**src/rtl/sc_dct_pkg.sv**
```systemverilog
package sc_dct_pkg;

   localparam int N_PTS  = 8;
   localparam int N_HALF = N_PTS / 2;
   localparam int IDX_W  = 3;

   // Halved cosine magnitudes scaled by 2^16; rounded to FRAC bits on use.
   localparam int HC16_A = 32138;   // cos(pi/16)/2
   localparam int HC16_B = 27246;   // cos(3pi/16)/2
   localparam int HC16_C = 18205;   // cos(5pi/16)/2
   localparam int HC16_E = 6393;    // cos(7pi/16)/2
   localparam int HC16_Q = 23170;   // 1/(2*sqrt2)
   localparam int HC16_P = 30274;   // cos(pi/8)/2
   localparam int HC16_R = 12540;   // cos(3pi/8)/2

   function automatic int to_frac(input int v16, input int frac);
      return (v16 + (1 << (15 - frac))) >>> (16 - frac);
   endfunction

   // Constant held by product lane `lane` in the even or the odd mode.
   function automatic int lane_const(input int lane, input bit odd, input int frac);
      int v;
      if (odd) begin
         case (lane)
            0:       v = HC16_A;
            1:       v = HC16_B;
            2:       v = HC16_C;
            default: v = HC16_E;
         endcase
      end else begin
         case (lane)
            0, 1:    v = HC16_Q;
            2:       v = HC16_P;
            default: v = HC16_R;
         endcase
      end
      return to_frac(v, frac);
   endfunction

   // Non-adjacent signed-digit recoding: mask of +1 digits or of -1 digits.
   function automatic logic [31:0] sd_mask(input int k, input bit want_neg);
      int          r;
      logic [31:0] pm;
      logic [31:0] nm;
      r  = k;
      pm = '0;
      nm = '0;
      for (int i = 0; i < 32; i++) begin
         if ((r % 2) != 0) begin
            if ((r % 4) == 1) begin
               pm[i] = 1'b1;
               r     = r - 1;
            end else begin
               nm[i] = 1'b1;
               r     = r + 1;
            end
         end
         r = r / 2;
      end
      return want_neg ? nm : pm;
   endfunction

endpackage

```
**src/rtl/sc_dct_fold.sv**
```systemverilog
module sc_dct_fold
   import sc_dct_pkg::*;
#(
   parameter int DIN_W = 12,
   localparam int SW   = DIN_W + 1
) (
   input  logic [N_PTS*DIN_W-1:0] x_flat,
   output logic signed [SW-1:0]   psum [N_HALF],
   output logic signed [SW-1:0]   pdif [N_HALF]
);

   for (genvar n = 0; n < N_HALF; n++) begin : g_pair
      logic signed [DIN_W-1:0] lo_s;
      logic signed [DIN_W-1:0] hi_s;
      assign lo_s    = x_flat[n*DIN_W +: DIN_W];
      assign hi_s    = x_flat[(N_PTS-1-n)*DIN_W +: DIN_W];
      assign psum[n] = SW'(lo_s) + SW'(hi_s);
      assign pdif[n] = SW'(lo_s) - SW'(hi_s);
   end

endmodule

```
**src/rtl/sc_dct_route.sv**
```systemverilog
module sc_dct_route
   import sc_dct_pkg::*;
#(
   parameter int SW = 13,
   localparam int UW = SW + 2
) (
   input  logic signed [SW-1:0] psum [N_HALF],
   input  logic signed [SW-1:0] pdif [N_HALF],
   input  logic [IDX_W-1:0]     idx,
   output logic signed [UW-1:0] lane_in [N_HALF]
);

   logic signed [UW-1:0] s [N_HALF];
   logic signed [UW-1:0] d [N_HALF];
   logic signed [UW-1:0] outer_s;
   logic signed [UW-1:0] inner_s;
   logic signed [UW-1:0] outer_d;
   logic signed [UW-1:0] inner_d;

   always_comb begin
      for (int n = 0; n < N_HALF; n++) begin
         s[n] = UW'(psum[n]);
         d[n] = UW'(pdif[n]);
      end
   end

   assign outer_s = s[0] + s[3];
   assign inner_s = s[1] + s[2];
   assign outer_d = s[0] - s[3];
   assign inner_d = s[1] - s[2];

   // Lanes 0..3 hold constants Q,Q,P,R (even) or A,B,C,E (odd).
   always_comb begin
      for (int l = 0; l < N_HALF; l++) lane_in[l] = '0;
      case (idx)
         3'd0: begin lane_in[0] = outer_s; lane_in[1] =  inner_s; end
         3'd4: begin lane_in[0] = outer_s; lane_in[1] = -inner_s; end
         3'd2: begin lane_in[2] = outer_d; lane_in[3] =  inner_d; end
         3'd6: begin lane_in[2] = -inner_d; lane_in[3] = outer_d; end
         3'd1: begin
            lane_in[0] =  d[0]; lane_in[1] = d[1]; lane_in[2] =  d[2]; lane_in[3] =  d[3];
         end
         3'd3: begin
            lane_in[0] = -d[2]; lane_in[1] = d[0]; lane_in[2] = -d[3]; lane_in[3] = -d[1];
         end
         3'd5: begin
            lane_in[0] = -d[1]; lane_in[1] = d[3]; lane_in[2] =  d[0]; lane_in[3] =  d[2];
         end
         default: begin
            lane_in[0] = -d[3]; lane_in[1] = d[2]; lane_in[2] = -d[1]; lane_in[3] =  d[0];
         end
      endcase
   end

endmodule

```
**src/rtl/sc_dct_cmul.sv**
```systemverilog
module sc_dct_cmul
   import sc_dct_pkg::*;
#(
   parameter int IN_W   = 15,
   parameter int OUT_W  = 25,
   parameter int NDIG   = 10,
   parameter int K      = 1,
   parameter bit RECODE = 1'b1
) (
   input  logic signed [IN_W-1:0]  din,
   output logic signed [OUT_W-1:0] dout
);

   if (K < 0 || K >= (1 << (NDIG - 1))) begin : g_bad_k
      $error("sc_dct_cmul: constant out of digit range");
   end
   if (NDIG > 31 || OUT_W < IN_W + NDIG) begin : g_bad_w
      $error("sc_dct_cmul: product width too small");
   end

   localparam logic [31:0] ADD_M = RECODE ? sd_mask(K, 1'b0) : 32'(K);
   localparam logic [31:0] SUB_M = RECODE ? sd_mask(K, 1'b1) : 32'd0;

   logic signed [OUT_W-1:0] xe;
   logic signed [OUT_W-1:0] part [NDIG+1];

   assign xe      = OUT_W'(din);
   assign part[0] = '0;

   for (genvar i = 0; i < NDIG; i++) begin : g_dig
      if (ADD_M[i]) begin : g_add
         assign part[i+1] = part[i] + (xe <<< i);
      end else if (SUB_M[i]) begin : g_sub
         assign part[i+1] = part[i] - (xe <<< i);
      end else begin : g_skip
         assign part[i+1] = part[i];
      end
   end

   assign dout = part[NDIG];

endmodule

```
**src/rtl/sc_dct_lane.sv**
```systemverilog
module sc_dct_lane
   import sc_dct_pkg::*;
#(
   parameter int IN_W   = 15,
   parameter int OUT_W  = 25,
   parameter int NDIG   = 10,
   parameter int K_EVEN = 1,
   parameter int K_ODD  = 1,
   parameter bit RECODE = 1'b1
) (
   input  logic                    clk,
   input  logic                    rst_n,
   input  logic signed [IN_W-1:0]  din,
   input  logic                    odd,
   output logic signed [OUT_W-1:0] prod
);

   logic signed [OUT_W-1:0] p_even;
   logic signed [OUT_W-1:0] p_odd;

   sc_dct_cmul #(.IN_W(IN_W), .OUT_W(OUT_W), .NDIG(NDIG), .K(K_EVEN), .RECODE(RECODE))
      u_even (.din(din), .dout(p_even));

   sc_dct_cmul #(.IN_W(IN_W), .OUT_W(OUT_W), .NDIG(NDIG), .K(K_ODD), .RECODE(RECODE))
      u_odd (.din(din), .dout(p_odd));

   always_ff @(posedge clk) begin
      if (!rst_n) prod <= '0;
      else        prod <= odd ? p_odd : p_even;
   end

endmodule

```
**src/rtl/sc_dct_core.sv**
```systemverilog
module sc_dct_core
   import sc_dct_pkg::*;
#(
   parameter int DIN_W  = 12,
   parameter int FRAC   = 8,
   parameter int DOUT_W = 16,
   parameter bit RECODE = 1'b1
) (
   input  logic                     clk,
   input  logic                     rst_n,
   input  logic                     in_vld,
   input  logic [IDX_W-1:0]         in_idx,
   input  logic [N_PTS*DIN_W-1:0]   in_x,
   output logic                     out_vld,
   output logic [IDX_W-1:0]         out_idx,
   output logic signed [DOUT_W-1:0] out_coef
);

   localparam int SW   = DIN_W + 1;
   localparam int UW   = SW + 2;
   localparam int NDIG = FRAC + 2;
   localparam int PW   = UW + NDIG;
   localparam int AW   = PW + 2;

   if (FRAC < 6 || FRAC > 15) begin : g_bad_frac
      $error("sc_dct_core: FRAC must lie in 6..15");
   end
   if (DOUT_W < DIN_W + 2 || AW < DOUT_W + FRAC) begin : g_bad_out
      $error("sc_dct_core: output width inconsistent");
   end

   // stage 1: fold
   logic signed [SW-1:0] f_sum [N_HALF];
   logic signed [SW-1:0] f_dif [N_HALF];
   logic signed [SW-1:0] s1_sum [N_HALF];
   logic signed [SW-1:0] s1_dif [N_HALF];
   logic                 s1_vld;
   logic [IDX_W-1:0]     s1_idx;

   sc_dct_fold #(.DIN_W(DIN_W)) u_fold (.x_flat(in_x), .psum(f_sum), .pdif(f_dif));

   always_ff @(posedge clk) begin
      if (!rst_n) begin
         s1_vld <= 1'b0;
         s1_idx <= '0;
         for (int n = 0; n < N_HALF; n++) begin
            s1_sum[n] <= '0;
            s1_dif[n] <= '0;
         end
      end else begin
         s1_vld <= in_vld;
         s1_idx <= in_idx;
         for (int n = 0; n < N_HALF; n++) begin
            s1_sum[n] <= f_sum[n];
            s1_dif[n] <= f_dif[n];
         end
      end
   end

   // stage 2: route
   logic signed [UW-1:0] r_lane [N_HALF];
   logic signed [UW-1:0] s2_lane [N_HALF];
   logic                 s2_vld;
   logic [IDX_W-1:0]     s2_idx;

   sc_dct_route #(.SW(SW)) u_route (
      .psum(s1_sum), .pdif(s1_dif), .idx(s1_idx), .lane_in(r_lane)
   );

   always_ff @(posedge clk) begin
      if (!rst_n) begin
         s2_vld <= 1'b0;
         s2_idx <= '0;
         for (int l = 0; l < N_HALF; l++) s2_lane[l] <= '0;
      end else begin
         s2_vld <= s1_vld;
         s2_idx <= s1_idx;
         for (int l = 0; l < N_HALF; l++) s2_lane[l] <= r_lane[l];
      end
   end

   // stage 3: constant products
   logic signed [PW-1:0] s3_prod [N_HALF];
   logic                 s3_vld;
   logic [IDX_W-1:0]     s3_idx;

   for (genvar l = 0; l < N_HALF; l++) begin : g_lane
      sc_dct_lane #(
         .IN_W(UW), .OUT_W(PW), .NDIG(NDIG),
         .K_EVEN(lane_const(l, 1'b0, FRAC)), .K_ODD(lane_const(l, 1'b1, FRAC)),
         .RECODE(RECODE)
      ) u_lane (
         .clk(clk), .rst_n(rst_n), .din(s2_lane[l]), .odd(s2_idx[0]), .prod(s3_prod[l])
      );
   end

   always_ff @(posedge clk) begin
      if (!rst_n) begin
         s3_vld <= 1'b0;
         s3_idx <= '0;
      end else begin
         s3_vld <= s2_vld;
         s3_idx <= s2_idx;
      end
   end

   // stage 4: accumulate and round half up
   logic signed [AW-1:0] acc;
   logic signed [AW-1:0] acc_rnd;

   always_comb begin
      acc = '0;
      for (int l = 0; l < N_HALF; l++) acc = acc + AW'(s3_prod[l]);
      acc_rnd = (acc + (AW'(1) <<< (FRAC - 1))) >>> FRAC;
   end

   always_ff @(posedge clk) begin
      if (!rst_n) begin
         out_vld  <= 1'b0;
         out_idx  <= '0;
         out_coef <= '0;
      end else begin
         out_vld  <= s3_vld;
         out_idx  <= s3_idx;
         out_coef <= acc_rnd[DOUT_W-1:0];
      end
   end

endmodule

```
**config.mk**
```make
export PLATFORM = sky130hd
export DESIGN_NAME = sc_dct_core
export DESIGN_NICKNAME = d
export VERILOG_FILES = /design/src/rtl/sc_dct_pkg.sv /design/src/rtl/sc_dct_fold.sv /design/src/rtl/sc_dct_route.sv /design/src/rtl/sc_dct_cmul.sv /design/src/rtl/sc_dct_lane.sv /design/src/rtl/sc_dct_core.sv
export SDC_FILE = /design/constraint.sdc
export NUM_CORES = 1
export LEC_CHECK = 0
export ABC_AREA = 0
export ABC_CLOCK_PERIOD_IN_PS = 5440
export CAP_MARGIN = 20
export CORE_AREA = 2 2 319 321
export CTS_CLUSTER_DIAMETER = 60
export CTS_CLUSTER_SIZE = 10
export DETAILED_ROUTE_END_ITERATION = 12
export DIE_AREA = 0 0 321 323
export PLACE_DENSITY = 0.55
export SKIP_CTS_REPAIR_TIMING = 1
export SLEW_MARGIN = 10
export SYNTH_ARGS = -nofsm -noshare
export SYNTH_HDL_FRONTEND = slang
export SYNTH_SLANG_ARGS = --single-unit
```
**constraint.sdc**
```tcl
create_clock -name clk -period 5.44 [get_ports clk]
set_input_delay 1.36 -clock clk [delete_from_list [all_inputs] [get_ports clk]]
set_output_delay 1.36 -clock clk [all_outputs]
set_load 0.05 [all_outputs]
```
==> metrics.md, run 1 <==
| Metric | Value |
|---|---|
| Global-route wire length before repair | `140,000 um` |
| DR pass1 iterations | `5` |
| Area growth, synth to finish | `13.2%` |
| Clock tree sinks | `283` |
| Dominant synthesized flop cell | `dfxtp_1` |
| Hold Path Class | `reg -> reg` |
| Number of buffers created by CTS | `44` |
| Post-synthesis xor/xnor area fraction | `8.23%` |
| ANT nets after route | `0` |
| CP Class | `reg -> reg` |
| Syn nets | `4,227` |
| Vias in the first global route | `24.6k` |
| Crit end category | `register` |
| Max frequency | `237 MHz` |
| Arrival time worst endpoint | `4.68 ns` |
| Initial core utilization | `29.6%` |
| Grt total ovfl | `0` |
| Clock skew | `0.0338 ns` |
| Die Wd | `321 um` |
| Count of pins over their slew limit | `0` |
| Asr flop ratio synth | `0%` |
| Routed wire length | `89,400 um` |
| Top Ports | `122` |
| Synth top cells by count | `inv_1 (486), ha_1 (387), dfxtp_1 (283)` |
| Syn Std Cell Area | `29,800 sq um` |
| Std-Cell Rows | `117` |
| Grt met3 use | `2.08%` |
| Drt initial violations | `1,674` |
| Most used routing layer | `met2` |
| Share of layout cells above drive strength 1 | `4.55%` |
| Slew @ Worst Pin | `0.900 ns` |
| Synth warn | `0` |
| Synth top area share | `19.0%` |
| Routing usage on met2 | `29.1%` |
| Area occupied by registers | `5680 sq um` |
| Post-DP HPWL | `73,400 um` |
| Status | `completed` |
| Peak supply drop | `0.000351 V` |
| Critical Path RT | `5.91 ns` |
| Met1 Track Usage GR | `22.2%` |
| Adder-cell share of the synthesized area | `27.6%` |
| Final core occ | `33.5%` |
| Core area | `101,000 sq um` |
| Largest family of logic cells by synthesized area | `adder cells` |
| Synthesized flop and latch total | `283` |
| # fillers | `10.6k` |
| All-Layer GR Usage | `17.1%` |
| IO buf count | `121` |
| Number of max-cap violations | `0` |
| Initial antenna violation count | `5` |
| Sequential area share after synthesis | `19.0%` |
| Netlist cell types | `90` |
| Total negative slack | `0 ns` |
| Mux cell area share after synthesis | `2.54%` |
| CP Launch Type | `register` |
| Final Hold Fails | `0` |
| Clk_lat worst skew | `0.59 ns` |
| Fin crit period | `4.22 ns` |
| H-tree Lvls | `2` |
| Clock tree buffer depth | `3` |
| EDFF count, synth | `0` |
| RSZ-0062 raised after global routing | `false` |
| Mean Syn Cell Area | `8.34 sq um` |
| Pleak | `0.0150 uW` |
| Post-synthesis cell count | `3,569` |
| Die area | `104,000 sq um` |
| Simple-gate portion of the synthesized area | `15.3%` |
| Power density cells | `541 nW/um^2` |
| Via count | `24.6k` |
| Area of the multi-input gates | `21,800 sq um` |
| Vias per inst | `4.94` |
| Pin count of the biggest net entering global routing | `96` |
| Root Buffer | `clkbuf_16` |
| Top post-synthesis cells by area | `dfxtp_1 (19%), ha_1 (16%), fa_1 (11%)` |
| # nets final | `4,300` |
| Placer Congestion | `0.928` |
| Chip Height | `323 um` |
| TritonCTS clock tree | `built` |
| DRC viols | `0` |
| CP Max Fanout | `4` |
| ANT cells | `0` |
| Compound-Gate Fraction of Synth Area | `19.7%` |
| Yosys top cell by area | `dfxtp_1` |
| Setup-failing EPs final | `0` |
| Avg WL per Cell | `18.0 um` |
| Tcrit/Tclk final | `77.5%` |
| Headroom to the max-slew limit | `39.6%` |
| Worst-path clk slew | `0.05 ns` |
| Count leader, synth | `inv_1` |
==> sequential cells by signal, indices dropped and copies added (netlist names), 3 cells and up <==
register            count
s2_lane                60
out_coef               16
s3_idx                  3
out_idx                 3
s1_dif                 48
g_lane.u_lane.prod     91
s1_sum                 52
s1_idx                  3
s2_idx                  3
==> critical path: stages, from the launching register on <==
cell	delay [ns]
dfxtp_1	0.30
inv_1	0.05
fa_1	0.54
inv_1	0.05
fa_1	0.44
ha_1	0.29
ha_1	0.29
nand4b_1	0.09
o31a_1	0.26
o21ai_0	0.35
a41oi_1	0.34
o31a_1	0.41
o21ai_0	0.26
a31oi_1	0.15
xnor2_1	0.13
and2_1	0.15
==> cells by family after synthesis <==
logic type | Yosys count
AND/OR/NAND/NOR | 881
adder cells (fa/ha/maj) | 556
XOR/XNOR | 279
buffers and inverters | 601
flip-flops | 283
AO/OA/AOI/OAI | 902
multiplexers | 67
==> routing by layer <==
metal,routed length [um],share of wire [%]
met1,40400,45
met2,41400,46
met3,4260,4.8
met4,3290,3.7
met5,9,0.010
==> per-stage QoR <==
stage	instances	cell area, sq um	power, uW	hold WS [ns]	setup slack (ns)
4_1_cts	4976	33700	18300	0.431	1.22
3_3_place_gp	4905	32300	15500	0.416	1.23
2_1_floorplan	3569	29800	12400	0.412	1.69
6_report	4976	33700	18200	0.431	1.22
3_5_place_dp	4905	32300	15500	0.420	1.18
5_1_grt	4976	33700	20000	0.457	0.993
==> final cells by class <==
cell class	instances	area share, %
inverter	488	5.44
tap	1309	4.86
multi-input combinational	2685	64.8
clock inverter	19	0.453
clock buffer	52	3.57
timing repair buffer	140	4.02
sequential	283	16.8
==> where the power goes <==
| group | internal [uW] | switching (uW) | leakage (uW) |
|---|---|---|---|
| sequential | 2580 | 480 | 0.00235 |
| clock | 1580 | 1050 | 0.000654 |
| combinational | 5450 | 7090 | 0.0120 |
==> cell usage in the layout, fill, tap and decap left out, types with 13 or more instances in the layout <==
cell and count:
clkbuf_16 46, o211ai_1 29, mux2i_1 44, o31ai_1 18, o21ai_0 215, o21a_1 33, and2_1 128, nor3b_1 13
and3_1 24, fa_1 169, nor3_1 66, or3_1 15, o22ai_1 34, clkdlybuf4s50_1 120, xnor2_1 181, nor2_1 179
mux2_2 18, nand3_1 52, nand4_1 17, xor2_1 97, a211oi_1 26, a211o_1 14, nor2b_1 78, inv_1 486
o211a_1 18, a31oi_1 28, ha_1 387, a21oi_1 231, nand2b_1 60, dfxtp_1 279, o221ai_1 20, nand2_1 189
o21bai_1 42, a21o_1 70, or2_2 15, buf_4 19, a21boi_0 19
==> worst paths after layout <==
kind	from	end	slack [ns]	cells past startpoint
worst max-delay path	g_lane[0].u_lane.prod[4]$_SDFF_PN0_	out_coef[15]$_SDFF_PN0_	1.22	15
worst min-delay path	s2_idx[1]$_SDFF_PN0_	s3_idx[1]$_SDFF_PN0_	0.43	1
worst max register to register	g_lane[0].u_lane.prod[4]$_SDFF_PN0_	out_coef[15]$_SDFF_PN0_	1.22	15
worst min register to register	s2_idx[1]$_SDFF_PN0_	s3_idx[1]$_SDFF_PN0_	0.43	1
Power figures use the tool's default switching activity.
==> run 2: changes to the inputs <==
Settings changed: ABC_CLOCK_PERIOD_IN_PS 5440 to 3850, PLACE_DENSITY 0.55 to 0.56.
Clock period 5.44 ns to 3.85 ns, I/O delays scaled along.
==> run 2 against run 1 <==
Die area did not move; clock power increased by 33%; sequential cell count unchanged; combinational power rose by 57%; sequential share of layout area down 0.61 points; global-route usage is 0.16 points higher; worst hold slack worse by 0.0012 ns; critical path type unchanged.
==> metrics.md, run 2 (synthesis results as in run 1) <==
| Metric | Value |
|---|---|
| Total negative slack | `0 ns` |
| Most common cell after layout, fill and taps aside | `inv_1` |
| CP Max Fanout | `3` |
| IO buf count | `121` |
| DRC viols | `0` |
| # nets final | `4,454` |
| Routed wire length | `90,800 um` |
| Area growth, synth to finish | `17.4%` |
| Avg WL per Cell | `17.7 um` |
| Vias in the first global route | `24.7k` |
| ANT nets after route | `0` |
| Worst-path clk slew | `0.05 ns` |
| Initial antenna violation count | `10` |
| Clk_lat worst skew | `0.58 ns` |
| Number of buffers created by CTS | `40` |
| Clock skew | `0.0420 ns` |
| Pleak | `0.0157 uW` |
| Vias per inst | `4.92` |
| Power density cells | `782 nW/um^2` |
| Clock tree sinks | `283` |
| Die area | `104,000 sq um` |
| Pin count of the biggest net entering global routing | `88` |
| Tcrit/Tclk final | `95.9%` |
| Headroom to the max-slew limit | `36.3%` |
| Std-Cell Rows | `117` |
| Core area | `101,000 sq um` |
| Post-Layout Inst Area | `35,000 sq um` |
| Setup-failing EPs final | `0` |
| Arrival time worst endpoint | `4.12 ns` |
| Top Ports | `122` |
| Most used routing layer | `met2` |
| Routing usage on met2 | `28.7%` |
| Post-DP HPWL | `74,600 um` |
| Drt initial violations | `1,547` |
| # fillers | `10.5k` |
| Crit path largest cell delay | `0.54 ns` |
| H-tree Lvls | `2` |
| Fin crit period | `3.69 ns` |
| Slew @ Worst Pin | `0.949 ns` |
| All-Layer GR Usage | `17.3%` |
| Root Buffer | `clkbuf_16` |
| TritonCTS clock tree | `built` |
| Top flop regs | `g_lane.u_lane.prod: 91 flops, s2_lane: 60 flops, s1_sum: 52 flops` |
| CP Launch Type | `register` |
| Placed Area | `33,500 sq um` |
| DR pass1 iterations | `7` |
| Clock tree buffer depth | `3` |
| Peak supply drop | `0.000589 V` |
| Max frequency | `271 MHz` |
| Final Hold Fails | `0` |
| Met1 Track Usage GR | `22.9%` |
| Grt met3 use | `2.08%` |
| CP Buf/Inv Count | `2` |
| Via count | `25.2k` |
| Critical-path top delay cell | `fa_1` |
| Critical Path RT | `4.27 ns` |
| Die Wd | `321 um` |
| Status | `completed` |
| Number of max-cap violations | `0` |
| Crit end category | `register` |
| Share of layout cells above drive strength 1 | `9.01%` |
| Count of pins over their slew limit | `0` |
| Chip Height | `323 um` |
| Final total power | `27,400 uW` |
| Placer Congestion | `0.991` |
| CP Class | `reg -> reg` |
| Most flops, register | `g_lane.u_lane.prod` |
| Initial core utilization | `29.6%` |
| ANT cells | `0` |
| Most frequent cells in the layout | `inv_1 (480), ha_1 (384), dfxtp_1 (279)` |
| Hold Path Class | `reg -> reg` |
| Grt total ovfl | `0` |
| Worst path top cell family by delay | `adder cells` |
| Cells along the critical path | `inv_1 -> fa_1 -> inv_1 -> fa_1 -> ha_4 -> ha_4 -> nand4b_1 -> o31a_1 -> o21ai_2 -> a41oi_2 -> o311a_1 -> o21bai_2 -> a21oi_2 -> xnor2_1 -> and2_1` |
| Number of flip-flops in the largest register | `91` |
| Global-route wire length before repair | `140,000 um` |
run 2: cell count changes in the layout (fill, tap and decap cells not counted), sizes merged:
cell / previous run / this run
inv: 492 / 490
clkinv: 10 / 7
buf: 20 / 178
clkinvlp: 5 / 2
bufinv: 0 / 2
clkbuf: 52 / 49
run 2: area by class of cell:
cell class / count / area [sq um] / area share, %
multi-input cells: 2685 / 22000 / 63.0
repair buffers: 298 / 2570 / 7.34
well taps: 1309 / 1640 / 4.68
clock inverters: 13 / 146 / 0.419
flip-flops and latches: 283 / 5680 / 16.2
inverters: 488 / 1830 / 5.24
clock buffers: 49 / 1090 / 3.11
run 2: power by group:
group,switching (uW),internal [uW]
logic,10700,8910
registers,598,3650
clock network,1360,2130
total,12700,14700
run 2: through the flow:
stage	util, %	worst slack, ns	hold slack (ns)	cells
after CTS	34.5	-0.171	0.431	5123
after detailed placement	33.3	-0.146	0.419	5061
after global routing	34.7	-0.0212	0.460	5125
final	34.7	0.157	0.430	5125
after floorplan	-	0.101	0.412	3569
after global placement	33.3	-0.106	0.416	5061
run 2: metal layers:
metal / share of wire (%) / wire, um
met3: 5.0 / 4580
met4: 4.0 / 3600
met2: 45 / 41000
met1: 46 / 41600
met5: 0 / 0
run 2: final timing paths:
kind,depth (start not counted),startpoint,slack (ns),end
max,15,g_lane[0].u_lane.prod[4]$_SDFF_PN0_,0.16,out_coef[13]$_SDFF_PN0_
min,1,s3_vld$_SDFF_PN0_,0.43,out_vld$_SDFF_PN0_
max reg2reg,15,g_lane[0].u_lane.prod[4]$_SDFF_PN0_,0.16,out_coef[13]$_SDFF_PN0_
min reg2reg,1,s3_vld$_SDFF_PN0_,0.43,out_vld$_SDFF_PN0_
==> run 3: changes to the inputs <==
Settings changed: ABC_CLOCK_PERIOD_IN_PS 3850 to 3100.
Clock period 3.85 ns to 3.1 ns, I/O delays scaled along.
==> run 3 against run 2 <==
The flow now finishes with violations (negative setup slack); first-iteration DRC count fell by 9.4%; routed wire length rose by 6.6%; non-clock buffer count rose by 363; sequential power rose by 24%; power rose by 48%; via count rose by 5.8%; combinational power rose by 57%; sequential share of layout area fell by 1.6 points; core utilization rose by 4.4 points; critical endpoint is now out_coef[15]$_SDFF_PN0_; largest power group unchanged.
==> metrics.md, run 3 (synthesis results as in run 1) <==
| Metric | Value |
|---|---|
| Status | `finished, violations left` |
| Failing checks | `negative setup slack` |
| Global-route wire length before repair | `148,000 um` |
| H-tree Lvls | `2` |
| ANT nets after route | `0` |
| Chip Height | `323 um` |
| Sw Pwr | `17,800 uW` |
| Int Pwr | `22,700 uW` |
| Count of pins over their slew limit | `0` |
| Power density cells | `1030 nW/um^2` |
| Vias per inst | `4.86` |
| Setup WS pre-CTS | `-0.605 ns` |
| Critical Path RT | `3.54 ns` |
| Max frequency | `270 MHz` |
| Post-Layout Inst Area | `39,400 sq um` |
| Top flop regs | `g_lane.u_lane.prod: 91 flops, s2_lane: 60 flops, s1_sum: 52 flops` |
| Reg power frac | `13.0%` |
| Crit. path cell count | `15` |
| Clock share of power | `11.1%` |
| Placer Congestion | `0.965` |
| TritonCTS clock tree | `built` |
| Worst-path clk slew | `0.06 ns` |
| Clock tree sinks | `283` |
| Final Hold Fails | `0` |
| # fillers | `10.3k` |
| Number of buffers created by CTS | `40` |
| Clk_lat worst skew | `0.57 ns` |
| Setup-failing EPs final | `42` |
| Die Wd | `321 um` |
| Core area | `101,000 sq um` |
| DRC viols | `0` |
| Clock tree buffer depth | `3` |
| Number of max-cap violations | `0` |
| Final total power | `40,500 uW` |
| Vias in the first global route | `26.5k` |
| CP Buf/Inv Count | `2` |
| Post-DP HPWL | `79,000 um` |
| CP Launch Type | `register` |
| DR pass1 iterations | `5` |
| # nets final | `4,817` |
| Slew @ Worst Pin | `0.713 ns` |
| RSZ-0062 raised after global routing | `true` |
| Root Buffer | `clkbuf_16` |
| Initial antenna violation count | `3` |
| Grt total ovfl | `0` |
| Total negative slack | `-11.24 ns` |
| All-Layer GR Usage | `18.1%` |
| Area growth, synth to finish | `32.3%` |
| Drt initial violations | `1,402` |
| Most common cell after layout, fill and taps aside | `buf_4` |
| Final core occ | `39.1%` |
| Reg-to-reg critical path endpoint | `out_coef[15]$_SDFF_PN0_` |
| Share of layout cells above drive strength 1 | `23.8%` |
| Worst path top cell family by delay | `adder cells` |
| Most flops, register | `g_lane.u_lane.prod` |
| ANT cells | `0` |
| Clock skew | `0.0337 ns` |
| CP Max Fanout | `4` |
| Tcrit/Tclk final | `119%` |
| Critical-path top delay cell | `fa_1` |
| Placed Area | `36,600 sq um` |
| Most frequent cells in the layout | `buf_4 (505), inv_1 (429), ha_1 (336)` |
| IO buf count | `121` |
| Number of flip-flops in the largest register | `91` |
| Register-to-Register Setup Slack | `-0.60 ns` |
| Avg WL per Cell | `17.6 um` |
| Cells along the critical path | `inv_2 -> fa_1 -> inv_2 -> fa_1 -> ha_4 -> ha_4 -> a2111oi_2 -> o31a_1 -> o21ai_2 -> a41oi_2 -> o31a_1 -> o21ai_2 -> a31oi_1 -> xnor2_1 -> and2_1` |
| Headroom to the max-slew limit | `52.1%` |
| Arrival time worst endpoint | `4.14 ns` |
| Peak supply drop | `0.000877 V` |
| Die area | `104,000 sq um` |
| Via count | `26.7k` |
| Top Ports | `122` |
| Crit. Startpoint | `g_lane[0].u_lane.prod[4]$_SDFF_PN0_` |
| Area occupied by registers | `5760 sq um` |
| Initial core utilization | `29.6%` |
| Pin count of the biggest net entering global routing | `85` |
| Comb power frac | `75.8%` |
| Hold Path Class | `reg -> reg` |
| Fin crit period | `3.70 ns` |
| Std-Cell Rows | `117` |
| Switching share of power | `44.0%` |
| Reg2Reg Depth | `15` |
| Pleak | `0.0178 uW` |
| Crit path to | `out_coef[15]$_SDFF_PN0_` |
| Crit path largest cell delay | `0.54 ns` |
| Crit end category | `register` |
| CP Class | `reg -> reg` |
| Area of the multi-input gates | `23,400 sq um` |
| Final WS setup | `-0.602 ns` |
| Worst R2R Start | `g_lane[0].u_lane.prod[4]$_SDFF_PN0_` |
| Routed wire length | `96,800 um` |
## run 3: changes by cell type in the layout (fill, tap and decap cells not counted), sizes merged
cell      delta
buf        +363
bufinv       +1
clkbuf       -1
clkinv       -4
clkinvlp     -1
inv          +3
## run 3: power by group through the flow
stage                     sequential, uW  combinational [uW]  clock (uW)
after floorplan                     5330               17200           0
after global placement              5340               27600           0
after detailed placement            5340               27800           0
after CTS                           5270               28100        4650
after global routing                5350               33900        4770
final                               5270               30700        4510
## run 3: layout make-up
class	count	share of cell area [%]
clock buffers	48	2.83
clock inverters	12	0.407
inverters	488	4.76
multi-input cells	2685	59.4
flip-flops and latches	283	14.6
well taps	1309	4.16
repair buffers	661	13.8
## run 3: metrics by stage
| stage | std cells | hold slack [ns] |
|---|---|---|
| finish | 5486 | 0.426 |
| global route | 5486 | 0.439 |
| CTS | 5472 | 0.431 |
| detailed placement | 5412 | 0.417 |
| global placement | 5412 | 0.414 |
| floorplan | 3569 | 0.412 |
## run 3: worst min path at each step
stage / start / to / slack, ns / depth (start not counted)
6_report: s3_idx[0]$_SDFF_PN0_ / out_idx[0]$_SDFF_PN0_ / 0.43 / 1
2_1_floorplan: s3_idx[0]$_SDFF_PN0_ / out_idx[0]$_SDFF_PN0_ / 0.41 / 1
5_1_grt: s1_vld$_SDFF_PN0_ / s2_vld$_SDFF_PN0_ / 0.44 / 1
3_3_place_gp: s1_vld$_SDFF_PN0_ / s2_vld$_SDFF_PN0_ / 0.41 / 1
4_1_cts: s2_idx[2]$_SDFF_PN0_ / s3_idx[2]$_SDFF_PN0_ / 0.43 / 1
3_5_place_dp: s3_idx[0]$_SDFF_PN0_ / out_idx[0]$_SDFF_PN0_ / 0.42 / 1
## run 3: metal layers
metal	share of wire (%)	vias to the layer above	global-route usage (%)	wire length, um
li1	-	13300	-	-
met1	46	12600	23.8	44000
met2	47	585	30.5	45100
met3	4.1	188	2.03	3930
met4	3.8	0	6.56	3670
met5	0	-	0	0
